[config.mk]
export PLATFORM = sky130hd
export DESIGN_NAME = wbus_io_seq
export DESIGN_NICKNAME = d
export VERILOG_FILES = /design/src/rtl/wbseq_pkg.sv /design/src/rtl/wbseq_planner.sv /design/src/rtl/wbseq_fsm.sv /design/src/rtl/wbseq_rdpack.sv /design/src/rtl/wbus_io_seq.sv
export SDC_FILE = /design/constraint.sdc
export NUM_CORES = 1
export LEC_CHECK = 0
export BUFFER_PORTS_ARGS = -buffer_cell sky130_fd_sc_hd__buf_2
export CAP_MARGIN = 20
export CELL_PAD_IN_SITES_DETAIL_PLACEMENT = 0
export CELL_PAD_IN_SITES_GLOBAL_PLACEMENT = 1
export CORE_MARGIN = 3
export CORE_UTILIZATION = 43
export CTS_BUF_LIST = sky130_fd_sc_hd__clkbuf_16
export DETAILED_ROUTE_END_ITERATION = 8
export PLACE_DENSITY = 0.87
export REMOVE_ABC_BUFFERS = 1
export SLEW_MARGIN = 20
export SYNTH_ARGS = -nofsm -noshare
export SYNTH_HDL_FRONTEND = slang
export SYNTH_SLANG_ARGS = --single-unit
export TNS_END_PERCENT = 1
[constraint.sdc]
create_clock -name clk -period 3.75 [get_ports clk]
set_input_delay 0.1875 -clock clk [delete_from_list [all_inputs] [get_ports clk]]
set_output_delay 0.1875 -clock clk [all_outputs]
set_load 0.01 [all_outputs]
[src/rtl/wbseq_pkg.sv]
package wbseq_pkg;

    localparam int BUS_W   = 16;
    localparam int BYTE_W  = 8;
    localparam int RES_W   = 2 * BUS_W;
    localparam int WDATA_W = 3 * BYTE_W;
    localparam int NSLOT   = 2;
    localparam int OFF_W   = 2;

    typedef enum logic [1:0] {
        CK_NONE = 2'd0,
        CK_WRD  = 2'd1,
        CK_WWR  = 2'd2,
        CK_BWR  = 2'd3
    } cyc_kind_e;

    typedef struct packed {
        cyc_kind_e         kind;
        logic [OFF_W-1:0]  off;
        logic [BUS_W-1:0]  data;
    } slot_t;

    typedef struct packed {
        slot_t [NSLOT-1:0] slot;
        logic              two;
        logic              hi;
        logic              align;
    } plan_t;

    typedef enum logic [2:0] {
        ST_IDLE   = 3'd0,
        ST_FIRST  = 3'd1,
        ST_SECOND = 3'd2,
        ST_FINISH = 3'd3,
        ST_REJECT = 3'd4
    } st_e;

endpackage

[src/rtl/wbseq_planner.sv]
module wbseq_planner
    import wbseq_pkg::*;
(
    input  logic               wr,
    input  logic [1:0]         a_lo,
    input  logic [1:0]         len,
    input  logic [WDATA_W-1:0] wdata,
    output plan_t              plan,
    output logic               bad
);

    localparam logic [BYTE_W-1:0] ZB = '0;

    logic [2:0] span;

    always_comb begin
        span = 3'(len) + 3'(a_lo[0]);
    end

    always_comb begin
        plan = '0;
        bad  = (len == 2'd0);
        if (!wr) begin
            plan.align        = 1'b1;
            plan.two          = (span > 3'd2);
            plan.hi           = a_lo[1] && !(span > 3'd2);
            plan.slot[0].kind = CK_WRD;
            plan.slot[0].off  = 2'd0;
            if (span > 3'd2) begin
                plan.slot[1].kind = CK_WRD;
                plan.slot[1].off  = 2'd2;
            end
        end else begin
            case (len)
                2'd1: begin
                    plan.slot[0] = '{kind: CK_BWR, off: 2'd0, data: {ZB, wdata[7:0]}};
                end
                2'd2: begin
                    if (a_lo[0]) begin
                        plan.two     = 1'b1;
                        plan.slot[0] = '{kind: CK_BWR, off: 2'd0, data: {ZB, wdata[7:0]}};
                        plan.slot[1] = '{kind: CK_BWR, off: 2'd1, data: {ZB, wdata[15:8]}};
                    end else begin
                        plan.slot[0] = '{kind: CK_WWR, off: 2'd0, data: wdata[15:0]};
                    end
                end
                2'd3: begin
                    plan.two = 1'b1;
                    if (a_lo[0]) begin
                        plan.slot[0] = '{kind: CK_BWR, off: 2'd0, data: {ZB, wdata[7:0]}};
                        plan.slot[1] = '{kind: CK_WWR, off: 2'd1, data: wdata[23:8]};
                    end else begin
                        plan.slot[0] = '{kind: CK_WWR, off: 2'd0, data: wdata[15:0]};
                        plan.slot[1] = '{kind: CK_BWR, off: 2'd2, data: {ZB, wdata[23:16]}};
                    end
                end
                default: begin
                    plan = '0;
                end
            endcase
        end
    end

endmodule

[src/rtl/wbseq_fsm.sv]
module wbseq_fsm
    import wbseq_pkg::*;
(
    input  logic clk,
    input  logic rst_n,
    input  logic start,
    input  logic bad,
    input  logic two,
    input  logic ack,
    output logic cyc,
    output logic sel,
    output logic cap0,
    output logic cap1,
    output logic busy,
    output logic done,
    output logic err
);

    st_e state, state_nx;

    always_ff @(posedge clk or negedge rst_n) begin
        if (!rst_n) state <= ST_IDLE;
        else        state <= state_nx;
    end

    always_comb begin
        state_nx = state;
        unique case (state)
            ST_IDLE: begin
                if (start) state_nx = bad ? ST_REJECT : ST_FIRST;
            end
            ST_FIRST: begin
                if (ack) state_nx = two ? ST_SECOND : ST_FINISH;
            end
            ST_SECOND: begin
                if (ack) state_nx = ST_FINISH;
            end
            ST_FINISH: state_nx = ST_IDLE;
            ST_REJECT: state_nx = ST_IDLE;
            default:   state_nx = ST_IDLE;
        endcase
    end

    always_comb begin
        cyc  = 1'b0;
        sel  = 1'b0;
        cap0 = 1'b0;
        cap1 = 1'b0;
        done = 1'b0;
        err  = 1'b0;
        busy = 1'b1;
        unique case (state)
            ST_IDLE:   busy = 1'b0;
            ST_FIRST: begin
                cyc  = 1'b1;
                cap0 = ack;
            end
            ST_SECOND: begin
                cyc  = 1'b1;
                sel  = 1'b1;
                cap1 = ack;
            end
            ST_FINISH: done = 1'b1;
            ST_REJECT: err  = 1'b1;
            default:   busy = 1'b0;
        endcase
    end

endmodule

[src/rtl/wbseq_rdpack.sv]
module wbseq_rdpack
    import wbseq_pkg::*;
(
    input  logic             clk,
    input  logic             rst_n,
    input  logic             cap0,
    input  logic             cap1,
    input  logic [BUS_W-1:0] word_in,
    input  logic             two,
    input  logic             hi,
    output logic [RES_W-1:0] rdata
);

    logic [NSLOT-1:0][BUS_W-1:0] words;
    logic [NSLOT-1:0]            cap;

    always_comb begin
        cap = {cap1, cap0};
    end

    for (genvar k = 0; k < NSLOT; k++) begin : g_word
        always_ff @(posedge clk or negedge rst_n) begin
            if (!rst_n)      words[k] <= '0;
            else if (cap[k]) words[k] <= word_in;
        end
    end

    always_comb begin
        if (two)     rdata = {words[1], words[0]};
        else if (hi) rdata = {words[0], {BUS_W{1'b0}}};
        else         rdata = {{BUS_W{1'b0}}, words[0]};
    end

endmodule

[src/rtl/wbus_io_seq.sv]
module wbus_io_seq
    import wbseq_pkg::*;
#(
    parameter int ADDR_W = 16
) (
    input  logic                clk,
    input  logic                rst_n,
    input  logic                req_valid,
    input  logic                req_write,
    input  logic [ADDR_W-1:0]   req_addr,
    input  logic [1:0]          req_len,
    input  logic [23:0]         req_wdata,
    output logic                busy,
    output logic                done,
    output logic                err,
    output logic [31:0]         rdata,
    output logic                bus_cyc,
    output logic                bus_we,
    output logic                bus_byte,
    output logic [ADDR_W-1:0]   bus_addr,
    output logic [15:0]         bus_wdata,
    input  logic [15:0]         bus_rdata,
    input  logic                bus_ack
);

    plan_t             plan_c;
    plan_t             plan_q;
    logic              bad_c;
    logic              start;
    logic              sel;
    logic              cap0;
    logic              cap1;
    logic [ADDR_W-1:0] base_q;
    logic [ADDR_W-1:0] base_eff;
    logic [ADDR_W-1:0] slot_addr [NSLOT];
    slot_t             cur;

    wbseq_planner u_plan (
        .wr    (req_write),
        .a_lo  (req_addr[1:0]),
        .len   (req_len),
        .wdata (req_wdata),
        .plan  (plan_c),
        .bad   (bad_c)
    );

    always_comb begin
        start = req_valid && !busy;
    end

    always_ff @(posedge clk or negedge rst_n) begin
        if (!rst_n) begin
            plan_q <= '0;
            base_q <= '0;
        end else if (start && !bad_c) begin
            plan_q <= plan_c;
            base_q <= req_addr;
        end
    end

    wbseq_fsm u_fsm (
        .clk   (clk),
        .rst_n (rst_n),
        .start (start),
        .bad   (bad_c),
        .two   (plan_q.two),
        .ack   (bus_ack),
        .cyc   (bus_cyc),
        .sel   (sel),
        .cap0  (cap0),
        .cap1  (cap1),
        .busy  (busy),
        .done  (done),
        .err   (err)
    );

    always_comb begin
        base_eff = plan_q.align ? {base_q[ADDR_W-1:1], 1'b0} : base_q;
    end

    for (genvar k = 0; k < NSLOT; k++) begin : g_slot
        always_comb begin
            slot_addr[k] = base_eff + ADDR_W'(plan_q.slot[k].off);
        end
    end

    always_comb begin
        cur       = sel ? plan_q.slot[1] : plan_q.slot[0];
        bus_addr  = sel ? slot_addr[1] : slot_addr[0];
        bus_we    = (cur.kind == CK_WWR) || (cur.kind == CK_BWR);
        bus_byte  = (cur.kind == CK_BWR);
        bus_wdata = cur.data;
    end

    wbseq_rdpack u_rd (
        .clk     (clk),
        .rst_n   (rst_n),
        .cap0    (cap0),
        .cap1    (cap1),
        .word_in (bus_rdata),
        .two     (plan_q.two),
        .hi      (plan_q.hi),
        .rdata   (rdata)
    );

endmodule

==> run metrics, run 1 <==
worst setup margin=403 ps; Worst Path Arrival=3160 ps; via density per instance=5.17; Tcrit/Tclk final=89.3%; router iterations before antenna repair=4; max capacitance violation total=0; Root Driver=clkbuf_16; Area Growth Syn to Fin=20.6%; crit path cell chain=nand2b_4, nor2_4, buf_4, nand2_1, fa_1, nor3_1, and3_1, xor2_1, buf_2; Setup crit end kind=output port; Clock Sinks=92; TritonCTS Buffers=9; clk_skew=10.9 ps; Cells after Synth=467; Least-Margin Pin Slew=830 ps; Die Wd=111 um; final core occ=54.4%; Remaining DRCs=0; share of cells above drive strength 1=34.7%; vias after detailed routing=3745; wire per inst=15.2 um; Max Clk Rate=0.299 GHz; final number of hold-violating endpoints=0; n_diodes=0; Total Routing Usage GR=18.0%; hold depth=3; net load switching power=1.59 mW; critical path fanouts, max=21; Max-slew headroom=44.7%; Syn Std Cell Area=4760 um2; Seq/Total Area, Yosys=48.4%; r2r setup slk=1680 ps; Filler Cell Count=977; P_int=2.87 mW; most frequent cells after synthesis=nand2_1 (124), dfrtp_1 (92), mux2_2 (34); Yosys top cell by area=dfrtp_1; PortBufs=132; syn avg cell area=10.2 um2; core area=10600 um2; leakage=2.90 nW; Synthesis Warnings=0; final std cells w/o fill=724; CTS Buffer Depth=2; clk_lat worst skew=330 ps; most common cell in the netlist=nand2_1; reg2reg start=u_fsm.state[1]; total wire length=11000 um; switching share of power=35.7%; gr ovfl total=0; Synth top area share=48.4%; Cells after DPL=707; Starting Density=45.1%; hold worst-path end=base_q[9]; status=finished, final reports clean; first-iteration detailed-routing DRC count=266; Clock power frac=20.9%; register bit total from synthesis=92; Max VDD drop=0.362 mV; CP max stage delay=660 ps; Final nets=653; Worst-path clk slew=70 ps; Worst Hold Class=in -> reg; first-pass GRT wire length=18400 um; synth unique cells=46; final-report setup violation count=0; largest net degree at the start of global routing=78; CP required=3560 ps; Chip Height=111 um; Startpoint Class=flop; reg2reg end=u_rd.words[27]; Worst Setup Path Type=reg -> out; cts repair resizes=0; reg2reg path depth=5; ys async rst share=100%; I/O pin count=133; global placement routability congestion=0.784; final setup TNS=0 ps; initial antenna violation count=0; Comb power frac=40.2%; synth top area cells=dfrtp_1 (48%), nand2_1 (9.8%), mux2_2 (8.0%); Pwr Density=778 nW/um2; CTS tree=done; ANT nets after route=0; RSZ-0062 raised after global routing=false; HP Start=req_addr[9]; Seq pwr share=38.9%; Synth Flop Type=dfrtp_1; Slew Viols, Final=0; Critical Path Slowest Stage Cell=dfrtp_1; Post-DP HPWL=7670 um; CTS H-tree depth=3; Tmin final=3350 ps; pre-CTS worst setup slack=721 ps; die area=12400 um2; Row Count=37; vias in the first global route=3855; Post-synth EDFFs=0
## cells in the final DEF, fill, tap and decap left out, types with 2 or more instances in the layout
cell       instances
buf_2            131
nand2_1          124
dfrtp_1           92
mux2_2            34
nand3_1           20
and2_1            19
nor2_1            16
o31ai_1           16
a22o_1            15
a21oi_1           12
xnor2_1           11
o21ai_0           10
mux2_4            10
clkbuf_16          9
inv_1              7
mux2_1             5
ha_1               5
nand4_1            4
xor2_1             4
buf_4              4
nor3b_1            3
and3_1             2
nor2b_1            2
nor3_1             2
nand2b_1           2
nand3b_1           2
bufinv_16          2
## sequential cells by signal (all words and copies together), names as in the netlist
| signal | count |
|---|---|
| u_fsm.state | 3 |
| u_rd.words | 32 |
| plan_q | 41 |
| base_q | 16 |
## worst max path at each step
stage	startpoint	end	cells past startpoint
after detailed placement	u_fsm.state[1]	bus_addr[8]	9
final	u_fsm.state[1]	bus_addr[8]	9
after CTS	u_fsm.state[1]	bus_addr[8]	9
after global placement	u_fsm.state[1]	bus_addr[8]	9
after global routing	u_fsm.state[1]	bus_addr[8]	9
after floorplan	u_fsm.state[0]	bus_addr[8]	9
## critical path: cells and delay by family (launching register included)
kind | cells | cell delay [ps]
buf+inv | 2 | 450
flops | 1 | 660
simple gates | 5 | 1090
xor+xnor | 1 | 150
fa+ha+maj | 1 | 470
## metrics by stage
| stage | total power [mW] | hold WS [ps] | cell area [um2] |
|---|---|---|---|
| 3_3_place_gp | 3.51 | 288 | 5410 |
| 3_5_place_dp | 3.56 | 298 | 5410 |
| 2_1_floorplan | 2.85 | -108 | 4540 |
| 4_1_cts | 4.51 | 35.6 | 5730 |
| 6_report | 4.47 | 43.0 | 5740 |
| 5_1_grt | 4.78 | 53.1 | 5740 |
## final cells by class
| cell class | instances | area [um2] | area share, % |
|---|---|---|---|
| Sequential cell | 92 | 2300 | 40.1 |
| Timing Repair Buffer | 137 | 707 | 12.3 |
| Clock buffer | 9 | 225 | 3.92 |
| Clock inverter | 6 | 81.3 | 1.42 |
| Multi-Input combinational cell | 338 | 2230 | 38.9 |
| Inverter | 6 | 22.5 | 0.392 |
| Tap cell | 136 | 170 | 2.96 |
## repair_timing
action,CTS,global route
hold endpoints to repair,58,0
buffers inserted,0,0
hold buffers,1,0
## cell families (layout without fill, tap and decap cells)
| logic type | Yosys count | after routing | synth area share (%) |
|---|---|---|---|
| simple gates | 205 | 205 | 19.8 |
| flops | 92 | 92 | 48.4 |
| compound gates | 62 | 62 | 9.62 |
| mux | 50 | 50 | 12.6 |
| buf+inv | 37 | 158 | 5.07 |
| xor+xnor | 15 | 15 | 2.76 |
| fa+ha+maj | 6 | 6 | 1.74 |
## layer usage
metal | routed length [um] | vias up | global-route usage (%)
met5 | 0 | - | 0
met4 | 107 | 0 | 4.95
met3 | 841 | 9 | 3.82
met2 | 5020 | 130 | 29.6
met1 | 5050 | 1791 | 24.3
li1 | - | 1815 | -
## power groups by stage
stage / sequential [mW] / clock, mW / combinational [mW]
2_1_floorplan: 1.65 / 0 / 1.20
3_3_place_gp: 1.72 / 0 / 1.78
3_5_place_dp: 1.76 / 0 / 1.81
4_1_cts: 1.74 / 0.953 / 1.82
5_1_grt: 1.80 / 0.989 / 1.99
6_report: 1.74 / 0.935 / 1.80
Power figures use the tool's default switching activity.
==> run 2, diff against run 1 <==
--- a/config.mk
+++ b/config.mk
@@ -5,15 +5,16 @@
 export SDC_FILE = /design/constraint.sdc
 export NUM_CORES = 1
 export LEC_CHECK = 0
+export ABC_AREA = 1
 export BUFFER_PORTS_ARGS = -buffer_cell sky130_fd_sc_hd__buf_2
 export CAP_MARGIN = 20
 export CELL_PAD_IN_SITES_DETAIL_PLACEMENT = 0
 export CELL_PAD_IN_SITES_GLOBAL_PLACEMENT = 1
 export CORE_MARGIN = 3
-export CORE_UTILIZATION = 43
+export CORE_UTILIZATION = 40
 export CTS_BUF_LIST = sky130_fd_sc_hd__clkbuf_16
 export DETAILED_ROUTE_END_ITERATION = 8
-export PLACE_DENSITY = 0.87
+export PLACE_DENSITY = 0.86
 export REMOVE_ABC_BUFFERS = 1
 export SLEW_MARGIN = 20
 export SYNTH_ARGS = -nofsm -noshare
==> run 2 against run 1 <==
Compared with the run above:
- maximum frequency increased by 7.2%
- critical path depth grew 2
- hold slack improved by 27 ps
- via count grew 33%
- core utilization shrank 4.2 points
- sequential share of layout area decreased by 2.7 points
- clock power decreased by 2%
- global-route usage is 1.9 points higher
- first-iteration DRC count increased by 30%
- die area is 15% higher
- register-to-register slack lost 610 ps
- final cell count is 41% higher
- highest routed layer unchanged
==> run metrics, run 2 <==
ys async rst share=100%; Least-Margin Pin Slew=938 ps; Cells after DPL=1005; Max-slew headroom=37.3%; CP bufs+invs=3; Slew Viols, Final=0; Remaining DRCs=0; Setup crit end kind=output port; hold buffer count at cts=1; PortBufs=132; register bit total from synthesis=92; Startpoint Class=flop; Largest register FFs=41; Worst Hold Class=in -> reg; share of cells above drive strength 1=19.1%; CP top delay family=simple AND/OR/NAND/NOR gates; Pwr Density=738 nW/um2; Synth top area share=44.8%; first-pass GRT wire length=23100 um; Root Driver=clkbuf_16; Synthesis Warnings=0; Final nets=918; max capacitance violation total=0; via density per instance=4.87; worst setup margin=627 ps; highest-count cells in the layout ignoring fill and taps=nand2_1 (308), buf_2 (131), dfrtp_1 (92); total setup buffers inserted after CTS=0; Clock Sinks=92; I/O pin count=133; initial antenna violation count=0; Tcrit/Tclk final=83.3%; vias in the first global route=4878; Die Wd=119 um; synth top area cells=dfrtp_1 (45%), nand2_1 (23%), nand3_1 (6.1%); TritonCTS Buffers=9; global placement routability congestion=0.951; ANT nets after route=0; Max VDD drop=0.244 mV; Starting Density=41.9%; final setup TNS=0 ps; final core occ=50.2%; CTS tree=done; clk_lat worst skew=350 ps; Cells after Synth=737; Post-DP HPWL=9640 um; CP max stage delay=430 ps; cts repair resizes=0; Worst-path clk slew=60 ps; pre-CTS worst setup slack=978 ps; commonest non-fill, non-tap cell in the layout=nand2_1; Critical Path Slowest Stage Cell=fa_1; final-report setup violation count=0; syn avg cell area=6.97 um2; final std cells w/o fill=1022; Yosys top cell by area=dfrtp_1; CTS H-tree depth=3; die area=14200 um2; synth unique cells=26; n_diodes=0; Row Count=40; leakage=3.47 nW; Worst Setup Path Type=reg -> out; Synth Flop Type=dfrtp_1; Chip Height=119 um; Total Routing Usage GR=19.9%; critical path fanouts, max=22; Syn Std Cell Area=5140 um2; Final Power=4.54 mW; Worst Path Arrival=2940 ps; Seq/Total Area, Yosys=44.8%; crit path cell chain=inv_2, nand3_2, nor2_1, ha_1, inv_1, fa_1, nor3_1, nand3_1, nand2_1, nand2_1, buf_2; Area Growth Syn to Fin=19.9%; vias after detailed routing=4973; largest net degree at the start of global routing=66; CP required=3560 ps; final number of hold-violating endpoints=0; wire per inst=13.4 um; CTS Buffer Depth=2; most frequent cells after synthesis=nand2_1 (308), dfrtp_1 (92), inv_1 (64); Most flops, register=plan_q; status=finished, final reports clean; first-iteration detailed-routing DRC count=347; gr ovfl total=0; Post-synth EDFFs=0; core area=12300 um2; total wire length=13700 um; most common cell in the netlist=nand2_1; Max Clk Rate=0.320 GHz; router iterations before antenna repair=5; CP most frequent cell=nand2_1; largest registers=plan_q (41), u_rd.words (32), base_q (16); RSZ-0062 raised after global routing=false; Tmin final=3120 ps; clk_skew=4.91 ps
-- run 2: changes by cell type after synthesis, sizes merged, moves of 4 or more --
cell / previous run / this run
nand2: 125 / 311
inv: 6 / 68
mux2: 49 / 0
o21ai: 11 / 59
nand3: 20 / 64
nor2: 17 / 45
and2: 20 / 1
o31ai: 16 / 0
a22o: 15 / 0
nor3: 3 / 15
clkbuf: 7 / 17
xnor2: 11 / 3
a21oi: 13 / 18
buf: 24 / 20
-- run 2: path summary, 6_finish.rpt --
| kind | from | to | slack, ps | depth (start not counted) |
|---|---|---|---|---|
| hold reg to reg | plan_q[0] | plan_q[0] | 470 | 2 |
| setup reg to reg | u_fsm.state[0] | plan_q[37] | 1070 | 8 |
| setup / recovery | u_fsm.state[2] | bus_addr[14] | 630 | 11 |
| max in group asynchronous | rst_n | plan_q[37] | 2390 | 3 |
| min in group asynchronous | rst_n | u_rd.words[5] | 460 | 2 |
| hold / removal | req_addr[13] | base_q[13] | 70 | 3 |
-- run 2: cell type report --
type                            count  area (um2)
Clock buffer                        9         225
Multi-Input combinational cell    537        2370
Clock inverter                      7        73.8
Fill cell                        1264        6100
Timing Repair Buffer              138         711
Sequential cell                    92        2300
Inverter                           71         267
Tap cell                          168         210
-- run 2: worst min-delay path: cells and delay by family --
family        cells  cell delay (ps)
simple gates      2              120
buf+inv           1               80
-- run 2: cells by family (layout without fill, tap and decap cells) --
| logic type | after synthesis | count (layout) | share of synthesized area (%) |
|---|---|---|---|
| fa+ha+maj | 6 | 6 | 1.61 |
| flops | 92 | 92 | 44.8 |
| xor+xnor | 7 | 7 | 1.19 |
| simple gates | 446 | 446 | 35.6 |
| buf+inv | 108 | 225 | 9.14 |
| compound gates | 78 | 78 | 7.65 |
-- run 2: metrics by stage --
| step | cell area, um2 | hold slack (ps) |
|---|---|---|
| 4_1_cts | 6160 | 62.2 |
| 5_1_grt | 6160 | 77.2 |
| 2_1_floorplan | 4930 | -108 |
| 3_3_place_gp | 5850 | 329 |
| 3_5_place_dp | 5850 | 334 |
| 6_report | 6160 | 69.9 |
-- run 2: layer usage --
metal	share of wire (%)	global-route usage, %	routed length (um)
met4	1.6	7.09	216
met3	5.4	3.56	741
met2	47	32.6	6360
met5	0	0	0
met1	46	26.6	6340
-- run 2: power by group --
| part | internal (mW) | switching (mW) |
|---|---|---|
| clock | 0.519 | 0.400 |
| sequential | 1.39 | 0.295 |
| combinational | 0.680 | 1.26 |
| total | 2.59 | 1.95 |
